## src/rtl/dldo_ctrl.sv

```systemverilog
module dldo_ctrl #(
  parameter int CW = 11,
  parameter int FN = 80,
  parameter int LOCK_N = 4
) (
  input  logic          clk,
  input  logic          rst_n,
  input  logic          restart,
  input  logic          dec_en,
  input  logic          below,
  output logic [CW-1:0] coarse_code,
  output logic [FN-1:0] fine_code,
  output logic          coarse_done,
  output logic          fine_sat,
  output logic          locked
);
  localparam int IW = (CW > 1) ? $clog2(CW) : 1;
  localparam int LW = $clog2(LOCK_N + 1);
  localparam logic [FN-1:0] HALF = {{(FN - FN/2){1'b0}}, {(FN/2){1'b1}}};
  localparam logic [CW-1:0] MSB_TRIAL = {1'b1, {(CW-1){1'b0}}};

  typedef enum logic [1:0] {P_START, P_SAR, P_FINE} phase_t;

  phase_t        phase;
  logic [IW-1:0] idx;
  logic          prev_v, prev_up;
  logic [LW-1:0] rev_cnt;
  logic [CW-1:0] sar_next;
  logic [FN-1:0] fine_next;

  wire full     = fine_code[FN-1];
  wire empty    = ~fine_code[0];
  wire reversal = prev_v && (prev_up != below);

  always_comb begin
    sar_next = coarse_code;
    if (!below) sar_next[idx] = 1'b0;
    if (idx != '0) sar_next[idx - IW'(1)] = 1'b1;
  end

  always_comb begin
    fine_next = fine_code;
    if (below && !full)       fine_next = {fine_code[FN-2:0], 1'b1};
    else if (!below && !empty) fine_next = {1'b0, fine_code[FN-1:1]};
  end

  always_ff @(posedge clk) begin
    if (!rst_n || restart) begin
      phase       <= P_START;
      idx         <= '0;
      coarse_code <= '0;
      fine_code   <= '0;
      prev_v      <= 1'b0;
      prev_up     <= 1'b0;
      rev_cnt     <= '0;
    end else if (dec_en) begin
      case (phase)
        P_START: begin
          coarse_code <= MSB_TRIAL;
          idx         <= IW'(CW - 1);
          phase       <= P_SAR;
        end
        P_SAR: begin
          coarse_code <= sar_next;
          if (idx == '0) begin
            phase     <= P_FINE;
            fine_code <= HALF;
          end else begin
            idx <= idx - IW'(1);
          end
        end
        default: begin
          fine_code <= fine_next;
          prev_v    <= 1'b1;
          prev_up   <= below;
          if (!reversal)                   rev_cnt <= '0;
          else if (rev_cnt != LW'(LOCK_N)) rev_cnt <= rev_cnt + LW'(1);
        end
      endcase
    end
  end

  assign coarse_done = (phase == P_FINE);
  assign fine_sat    = coarse_done && (full || empty);
  assign locked      = (rev_cnt == LW'(LOCK_N));
endmodule

```

## config.mk

```make
export PLATFORM = sky130hd
export DESIGN_NAME = dldo_ctrl
export DESIGN_NICKNAME = d
export VERILOG_FILES = /design/src/rtl/dldo_ctrl.sv
export SDC_FILE = /design/constraint.sdc
export NUM_CORES = 1
export LEC_CHECK = 0
export BUFFER_PORTS_ARGS = -buffer_cell sky130_fd_sc_hd__clkbuf_2
export CAP_MARGIN = 20
export CORE_MARGIN = 2
export CORE_UTILIZATION = 50
export CTS_CLUSTER_DIAMETER = 40
export DETAILED_ROUTE_END_ITERATION = 8
export GPL_ROUTABILITY_DRIVEN = 0
export GPL_TIMING_DRIVEN = 1
export PLACE_DENSITY = 0.8
export SYNTH_ARGS = -nofsm -noshare
export SYNTH_HDL_FRONTEND = slang
export SYNTH_SLANG_ARGS = --single-unit
```

## constraint.sdc

```tcl
create_clock -name clk -period 3.7 [get_ports clk]
set_input_delay 0.37 -clock clk [delete_from_list [all_inputs] [get_ports clk]]
set_output_delay 0.37 -clock clk [all_outputs]
set_load 0.01 [all_outputs]
```

==> qor.yml, run 1 <==
grt_usage: 0.2138
io-pin-count: 99
start_util: 0.5178
ff2ff_setup_slack_ns: 1.07
die_x_um: 104.8
layout_min_cycle_time_ns: 2.629
clock_skew_ns: 0.01749
ys_seq_area_frac: 0.4016
crit_type: "reg2reg"
antenna_found_initial: 0
async_flop_share: 0
p_total_mw: 1.964
clk_latency_ns: 0.37
status: "complete, no violations"
layout_setup_ws_ns: 1.071
hold_class: "in2reg"
layout_common_cells: "dfxtp_1, clkbuf_2, mux2i_1, nand3_1"
cts_sinks: 102
cts_made_buffers: 9
avgSynthCellArea_um2: 9.540
grt_pass1_wl_um: 19890
cts_setup_buffers: 0
synth_edf_count: 0
grt_max_degree: 65
ctsHoldBuffers: 0
num-nets-final: 606
worstHoldPathCells: 3
rsz0062_at_grt: "false"
fmax_mhz: 380.4
ys_ff_latch: 102
fin_crit_sh: 0.7106
clk_pin_slew_worst_paths_ns: 0.10
relSlewSlack: 0.3439
dp_slack_ns: 1.121
fin_setup_tns_ns: 0
cap_violations: 0
path_max_fanout: 26
vias: 4465
cellPowerDensity_mw_per_mm2: 340.4
synthCells: 533
std_cell_rows: 36
final_cell_area_mm2: 0.005769
cellInternalPower_mw: 1.430
yosys_warnings: 0
ys_types: 41
nFillCells: 883
numPortBuffers: 98
switching_share: 0.2717
wl_um: 12040
slew_violations: 0
via_per_inst: 6.108
ant_nets: 0
root_buffer: "clkbuf_8"
wire_per_inst_um: 16.47
die_y_um: 104.8
cp.arrival_ns: 2.89
layout_commonest_cell: "dfxtp_1"
clkPwrFrac: 0.349
n_antenna_cell: 0
startpoint_type: "flip-flop"
placed_cell_area_mm2: 0.005580
setup_viol: 0
p_seq_frac: 0.569
core_area_mm2: 0.009819
netlist_area_mm2: 0.005085
syn-num-nets: 546
first_global_vias: 4134
r2r.worst_path.cells: 7
drive_gt1_frac: 0.2843
drt-initial-drc-count: 254
ys.flop_type: "dfxtp_1"
drt_first_pass_iters: 5
comb_power_share: 0.082
cts-htree-levels: 3
end_kind: "flip-flop"
switchingPower_mw: 0.5335
die_area_mm2: 0.01099
syn_to_final_growth_pct: 13.46
dpl.hpwl_um: 7723
cts_resized: 0
cp_data_required_time_ns: 3.97
cts_tree: "done"
clockBufferDepth: 2
p_leak_nw: 2.876
worst_pin_slew_ns: 0.9841
drc_errors: 0
fin_util: 0.5875
hold_viol: 0
grt.overflow.total: 0
ir_drop_uv: 196.8
[synthesized netlist by cell type, types with 2 or more instances]
library cell,count,area [um^2]
a31oi_1,3,18.77
nor3_1,4,20.02
o21a_1,3,22.52
and2_1,2,12.51
dfxtp_1,102,2042
nor2_1,14,52.55
buf_1,6,22.52
a311oi_1,2,17.52
clkbuf_1,26,97.59
nor4_1,39,244.0
a31o_1,2,17.52
nor2b_1,7,43.79
a211oi_1,2,15.01
a21oi_1,11,55.05
o211a_1,39,390.4
nand3b_1,2,15.01
buf_2,21,105.1
or2_2,2,12.51
ha_1,8,100.1
o21ai_0,15,75.07
a31o_2,37,324.1
buf_4,3,22.52
nand2_1,14,52.55
mux2i_1,77,770.7
nand4_1,15,93.84
nand2b_1,4,25.02
inv_1,8,30.03
nand3_1,52,260.3
[metrics by stage]
stage | cells | hold slack, ns
global route | 731 | 0.3605
detailed placement | 715 | 0.4492
finish | 731 | 0.3720
global placement | 715 | 0.4423
floorplan | 533 | 0.4317
CTS | 731 | 0.3468
[logic make-up after synthesis]
group	synth area share
and+or+nand+nor	0.1710
AOI/OAI and AO/OA	0.1976
DFF	0.4016
muxes	0.1516
buffers and inverters	0.05684
adders and majority gates	0.01969
xor gates and xnor gates	0.001723
[worst max-delay path: stages, from the launching register on]
cell and delay (ns):
dfxtp_1 0.48, inv_1 0.13, ha_1 0.33, and4bb_2 0.33
nor2_2 0.51, buf_4 0.40, nor4_1 0.10, a31o_2 0.23
[power by group through the flow]
| stage | Clock [mW] | Combinational (mW) | Sequential [mW] |
|---|---|---|---|
| after floorplan | 0 | 0.129 | 1.14 |
| after global placement | 0 | 0.156 | 1.14 |
| after detailed placement | 0 | 0.160 | 1.14 |
| after CTS | 0.699 | 0.160 | 1.12 |
| after global routing | 0.743 | 0.174 | 1.12 |
| final | 0.685 | 0.162 | 1.12 |
[flip-flops by register name, summed over array words and instances (netlist names)]
register	flops
rev_cnt	3
phase	2
coarse_code	11
prev_v	1
fine_code	80
prev_up	1
idx	4
[final cells by class]
type / count / area [um^2] / area share
clock inverter: 6 / 51.30 / 0.008892
tap: 133 / 166.4 / 0.02884
inverter: 8 / 30.03 / 0.005205
clock buffer: 10 / 137.6 / 0.02386
timing repair buffer: 106 / 563.0 / 0.09759
sequential: 102 / 2043 / 0.3542
multi-input combinational: 366 / 2778 / 0.4815
[per-layer routing]
layer,vias up,share of wire,track usage
met5,-,0,0
met4,0,0.016,0.08762
met3,17,0.054,0.04429
met2,146,0.48,0.3428
met1,2148,0.45,0.2802
li1,2154,-,-
[final timing paths]
| path | from | end |
|---|---|---|
| max | idx[0]$_SDFFE_PP0P_ | fine_code[68]$_SDFFE_PP0P_ |
| min | below | prev_up$_SDFFE_PP0P_ |
| max reg2reg | idx[0]$_SDFFE_PP0P_ | fine_code[68]$_SDFFE_PP0P_ |
| min reg2reg | prev_v$_SDFFE_PP0P_ | prev_v$_SDFFE_PP0P_ |
Note: power is estimated with default switching activity, not from simulation.
==> run 2: changes to the inputs <==
- clock period: 3.7 -> 2.6 ns (I/O delays scaled with it)
==> run 2 against run 1 <==
Setup slack lost 0.69 ns. Sequential cell count is the same. Sequential share of layout area is 0.31 points lower. Utilization increased by 0.52 points. First-iteration DRC count rose by 22%. Clock-buffer cell count did not move. Largest cell class unchanged. Highest routed layer unchanged.
==> qor.yml, run 2 (synthesis results as in run 1) <==
ctsHoldBuffers: 0  # unchanged
grt_usage: 0.2135  # -0.0002738
core_area_mm2: 0.009819  # unchanged
clockBufferDepth: 2  # unchanged
drc_errors: 0  # unchanged
switchingPower_mw: 0.7146  # +34%
status: "complete, no violations"
dpl.hpwl_um: 7747  # +0.31%
path_max_fanout: 39  # +50%
die_x_um: 104.8  # unchanged
switching_share: 0.2462  # -0.02552
syn_to_final_growth_pct: 14.47
rsz0062_at_grt: "false"
startpoint: "idx[0]$_SDFFE_PP0P_"
clk_pin_slew_worst_paths_ns: 0.10  # about the same
drive_gt1_frac: 0.2862  # +0.001909
relSlewSlack: 0.4497  # +0.1057
cp_data_required_time_ns: 2.86  # -1.11 ns
die_y_um: 104.8  # unchanged
grt.overflow.total: 0  # unchanged
num-nets-final: 610  # +0.66%
fin_crit_sh: 0.8535  # +0.1429
cap_violations: 0  # unchanged
comb_power_share: 0.082  # about the same
cts_tree: "done"
grt_max_degree: 54  # -17%
hold_class: "in2reg"
drt_first_pass_iters: 5  # unchanged
ant_nets: 0  # unchanged
worstHoldStart: "below"
startpoint_type: "flip-flop"
cp.arrival_ns: 2.48  # -0.41 ns
first_global_vias: 4014  # -2.9%
ff_latch_area_mm2: 0.002043  # unchanged
clkPwrFrac: 0.372  # +0.023
slew_violations: 0  # unchanged
cts-htree-levels: 3  # unchanged
grt_pass1_wl_um: 19550  # -1.7%
antenna_found_initial: 0  # unchanged
cts_sinks: 102  # unchanged
largest_reg_flops: 80  # unchanged
p_seq_frac: 0.546  # -0.023
numPortBuffers: 98  # unchanged
root_buffer: "clkbuf_8"
die_area_mm2: 0.01099  # unchanged
p_total_mw: 2.903  # +48%
dp.cells: 719  # +0.56%
setup_viol: 0  # unchanged
cellPowerDensity_mw_per_mm2: 498.8  # +47%
multiInputGateArea_mm2: 0.002778  # unchanged
p_leak_nw: 2.902  # +0.88%
cts_made_buffers: 9  # unchanged
via_per_inst: 6.151  # +0.71%
wire_per_inst_um: 16.52  # +0.31%
cts_setup_buffers: 0  # unchanged
start_util: 0.5178  # unchanged
fin_cells: 734  # +0.41%
std_cell_rows: 36  # unchanged
drt-initial-drc-count: 311  # +22%
cellInternalPower_mw: 2.189  # +53%
wl_um: 12130  # +0.72%
cts_resized: 0  # unchanged
crit_type: "reg2reg"
vias: 4515  # +1.1%
hold_viol: 0  # unchanged
reg_top3: "fine_code (80), coarse_code (11), idx (4)"
fmax_mhz: 450.6  # +18%
top_register: "fine_code"
clock_skew_ns: 0.01180  # -0.005691 ns
worst_pin_slew_ns: 0.8255  # -0.1586 ns
clk_latency_ns: 0.37  # about the same
fin_setup_tns_ns: 0  # unchanged
io-pin-count: 99  # unchanged
r2r.worst_path.cells: 8  # +1
layout_commonest_cell: "dfxtp_1"
n_antenna_cell: 0  # unchanged
layout_min_cycle_time_ns: 2.219  # -0.4101 ns
r2r-start: "idx[0]$_SDFFE_PP0P_"
end_kind: "flip-flop"
layout_common_cells: "dfxtp_1, clkbuf_2, mux2i_1, nand3_1"
nFillCells: 871  # -1.4%
ir_drop_uv: 307.7  # +56%
worstHoldPathCells: 3  # unchanged
[run 2: metrics by stage]
stage	hold slack [ns]	cell area (um^2)	util	setup WS (ns)
2_1_floorplan	0.3960	5085	-	0.5882
3_3_place_gp	0.4413	5610	0.5714	0.5581
3_5_place_dp	0.4517	5610	0.5714	0.4545
4_1_cts	0.2499	5821	0.5928	0.4152
5_1_grt	0.2808	5821	0.5928	0.2729
6_report	0.2714	5821	0.5928	0.3810
[run 2: routing by layer]
metal / vias to the layer above / routed length [um] / global-route usage
li1: 2168 / - / -
met1: 2188 / 5483 / 0.2910
met2: 136 / 5810 / 0.3344
met3: 23 / 608 / 0.03244
met4: 0 / 225 / 0.09524
met5: - / 0 / 0
[run 2: path summary, 6_finish.rpt]
check                                                  end  slack, ns
worst max-delay path            fine_code[37]$_SDFFE_PP0P_       0.38
worst min-delay path                  prev_up$_SDFFE_PP0P_       0.27
worst max register to register  fine_code[37]$_SDFFE_PP0P_       0.38
worst min register to register         prev_v$_SDFFE_PP0P_       0.47
[run 2: area by class of cell]
cell class | instances | area share
Multi-Input combinational cell | 366 | 0.4772
Sequential cell | 102 | 0.3510
Timing Repair Buffer | 110 | 0.1019
Tap cell | 133 | 0.02859
Clock buffer | 10 | 0.02193
Clock inverter | 5 | 0.01419
Inverter | 8 | 0.005159
[run 2: power groups by stage]
stage	logic [mW]	registers, mW	clock network (mW)
2_1_floorplan	0.183	1.62	0
4_1_cts	0.235	1.59	1.11
3_5_place_dp	0.234	1.62	0
3_3_place_gp	0.230	1.62	0
5_1_grt	0.257	1.59	1.15
6_report	0.238	1.59	1.08
[run 2: worst max-delay path, stage by stage (launching register included)]
cell,delay (ns)
dfxtp_1,0.47
inv_1,0.15
ha_1,0.34
and4bb_2,0.33
nor2_2,0.11
buf_4,0.20
nor2_2,0.07
buf_12,0.20
o211a_1,0.23
==> run 3: changes to the inputs <==
- CORE_ASPECT_RATIO: unset -> 1.4
- HOLD_SLACK_MARGIN: unset -> 0.15
==> run 3 against run 2 <==
First-iteration DRC count grew 1.9%. Worst hold slack lost 0.0011 ns. Cell count grew 0.54%. Critical path depth shrank 1. Cell area grew 1.8%. Fmax shrank 1.8%. Die area grew 0.10%. Via count grew 1.1%. Setup slack lost 0.040 ns. Clock skew shrank 0.0023 ns. Sequential power is essentially flat. Clock-buffer cell count shrank 1. Critical path type unchanged.
==> qor.yml, run 3 (synthesis results as in run 1) <==
p_leak_nw: 2.941  # +1.4%
drt-initial-drc-count: 317  # +1.9%
rsz0062_at_grt: "false"
ff_latch_area_mm2: 0.002043  # unchanged
fin_crit_sh: 0.8689  # +0.01546
grt_pass1_wl_um: 19750  # +1.0%
path_max_fanout: 40  # +2.6%
cts-htree-levels: 3  # unchanged
fmax_mhz: 442.6  # -1.8%
clock_skew_ns: 0.009457  # -0.002343 ns
clockBufferDepth: 2  # unchanged
cts_setup_buffers: 0  # unchanged
wire_per_inst_um: 16.91  # +2.3%
startpoint_type: "flip-flop"
cts_sinks: 102  # unchanged
cp_data_required_time_ns: 2.84  # -0.02 ns
cp.arrival_ns: 2.50  # +0.02 ns
fin_cells: 738  # +0.54%
top_register: "fine_code"
grt_max_degree: 80  # +48%
clkPwrFrac: 0.429  # +0.057
wl_um: 12480  # +2.9%
clk_pin_slew_worst_paths_ns: 0.07  # -0.03 ns
numPortBuffers: 98  # unchanged
p_total_mw: 3.202  # +10%
core_area_mm2: 0.009899  # +0.82%
switchingPower_mw: 0.7974  # +12%
clk_latency_ns: 0.35  # -0.02 ns
vias: 4563  # +1.1%
die_y_um: 123.3  # +18%
relSlewSlack: 0.6238  # +0.1741
largest_reg_flops: 80  # unchanged
cts_resized: 0  # unchanged
hold_viol: 0  # unchanged
ant_nets: 0  # unchanged
ff2ff_setup_slack_ns: 0.34  # -0.04 ns
layout_min_cycle_time_ns: 2.259  # +0.04021 ns
drive_gt1_frac: 0.2902  # +0.004026
dpl.hpwl_um: 8155  # +5.3%
multiInputGateArea_mm2: 0.002778  # unchanged
comb_power_share: 0.075  # -0.007
slowest_delay_ns: 0.47  # about the same
cellPowerDensity_mw_per_mm2: 540.3  # +8.3%
drc_errors: 0  # unchanged
first_global_vias: 4058  # +1.1%
cpMaxStageDelayCell: "dfxtp_1"
crit_type: "reg2reg"
drt_first_pass_iters: 8  # +3
nFillCells: 910  # +4.5%
setup_viol: 0  # unchanged
cts_tree: "done"
layout_commonest_cell: "dfxtp_1"
cellInternalPower_mw: 2.405  # +9.9%
std_cell_rows: 43  # +19%
hold_class: "in2reg"
worstPathCellList: "inv_1, ha_1, and4bb_2, nor2_2, buf_4, nor4_1, a31o_2"
start_util: 0.5137  # -0.004189
io-pin-count: 99  # unchanged
cts_made_buffers: 9  # unchanged
via_per_inst: 6.183  # +0.52%
antenna_found_initial: 0  # unchanged
layout_common_cells: "dfxtp_1, clkbuf_2, mux2i_1, nand3_1"
grt.overflow.total: 0  # unchanged
slew_violations: 0  # unchanged
num-nets-final: 611  # +0.16%
die_x_um: 89.23  # -15%
grt_usage: 0.2239  # +0.01036
p_seq_frac: 0.495  # -0.051
fin_util: 0.5987  # +0.005949
dp.cells: 722  # +0.42%
switching_share: 0.2490  # +0.002857
cap_violations: 0  # unchanged
reg_top3: "fine_code (80), coarse_code (11), idx (4)"
status: "complete, no violations"
n_antenna_cell: 0  # unchanged
root_buffer: "clkbuf_16"
end_kind: "flip-flop"
ctsHoldBuffers: 0  # unchanged
worst_pin_slew_ns: 0.5643  # -0.2612 ns
fin_setup_tns_ns: 0  # unchanged
syn_to_final_growth_pct: 16.56
die_area_mm2: 0.01100  # +0.10%
ir_drop_uv: 338.6  # +10%
## run 3: cell count changes in the layout (fill, tap and decap cells not counted), sizes merged
| cell | before | now |
|---|---|---|
| clkbuf | 108 | 107 |
| clkinvlp | 0 | 3 |
| bufinv | 2 | 1 |
| buf | 12 | 13 |
## run 3: layout make-up
type | count | share of cell area
Clock buffer | 9 | 0.03800
Inverter | 8 | 0.005067
Timing Repair Buffer | 111 | 0.1013
Clock inverter | 7 | 0.01372
Tap cell | 135 | 0.02850
Multi-Input combinational cell | 366 | 0.4687
Sequential cell | 102 | 0.3447
## run 3: final timing paths
path,to,startpoint,cells past startpoint
setup reg to reg,fine_code[52]$_SDFFE_PP0P_,idx[0]$_SDFFE_PP0P_,7
hold reg to reg,prev_v$_SDFFE_PP0P_,prev_v$_SDFFE_PP0P_,2
setup / recovery,fine_code[52]$_SDFFE_PP0P_,idx[0]$_SDFFE_PP0P_,7
hold / removal,coarse_code[10]$_SDFFE_PP0P_,restart,4
## run 3: power by group through the flow
stage / Clock (mW) / Sequential, mW / Combinational [mW]
2_1_floorplan: 0 / 1.62 / 0.183
3_3_place_gp: 0 / 1.62 / 0.231
3_5_place_dp: 0 / 1.62 / 0.237
4_1_cts: 1.40 / 1.59 / 0.238
5_1_grt: 1.46 / 1.59 / 0.258
6_report: 1.38 / 1.59 / 0.241
## run 3: critical path, delay by kind of cell (launching register included)
family / cells / cell delay [ns]
compound gates: 1 / 0.23
fa+ha+maj: 1 / 0.32
buf+inv: 2 / 0.52
flops: 1 / 0.47
simple gates: 3 / 0.59
## run 3: stage by stage
step | hold slack (ns) | setup WS, ns | area [um^2]
after floorplan | 0.3960 | 0.5882 | 5085
after global placement | 0.4444 | 0.5245 | 5620
after detailed placement | 0.4559 | 0.3784 | 5620
after CTS | 0.2615 | 0.3528 | 5927
after global routing | 0.2961 | 0.1887 | 5927
final | 0.2703 | 0.3407 | 5927
## run 3: routing by layer
metal	track usage	part of all wire
met1	0.2859	0.41
met4	0.09608	0.029
met2	0.3597	0.51
met5	0	0
met3	0.05007	0.049
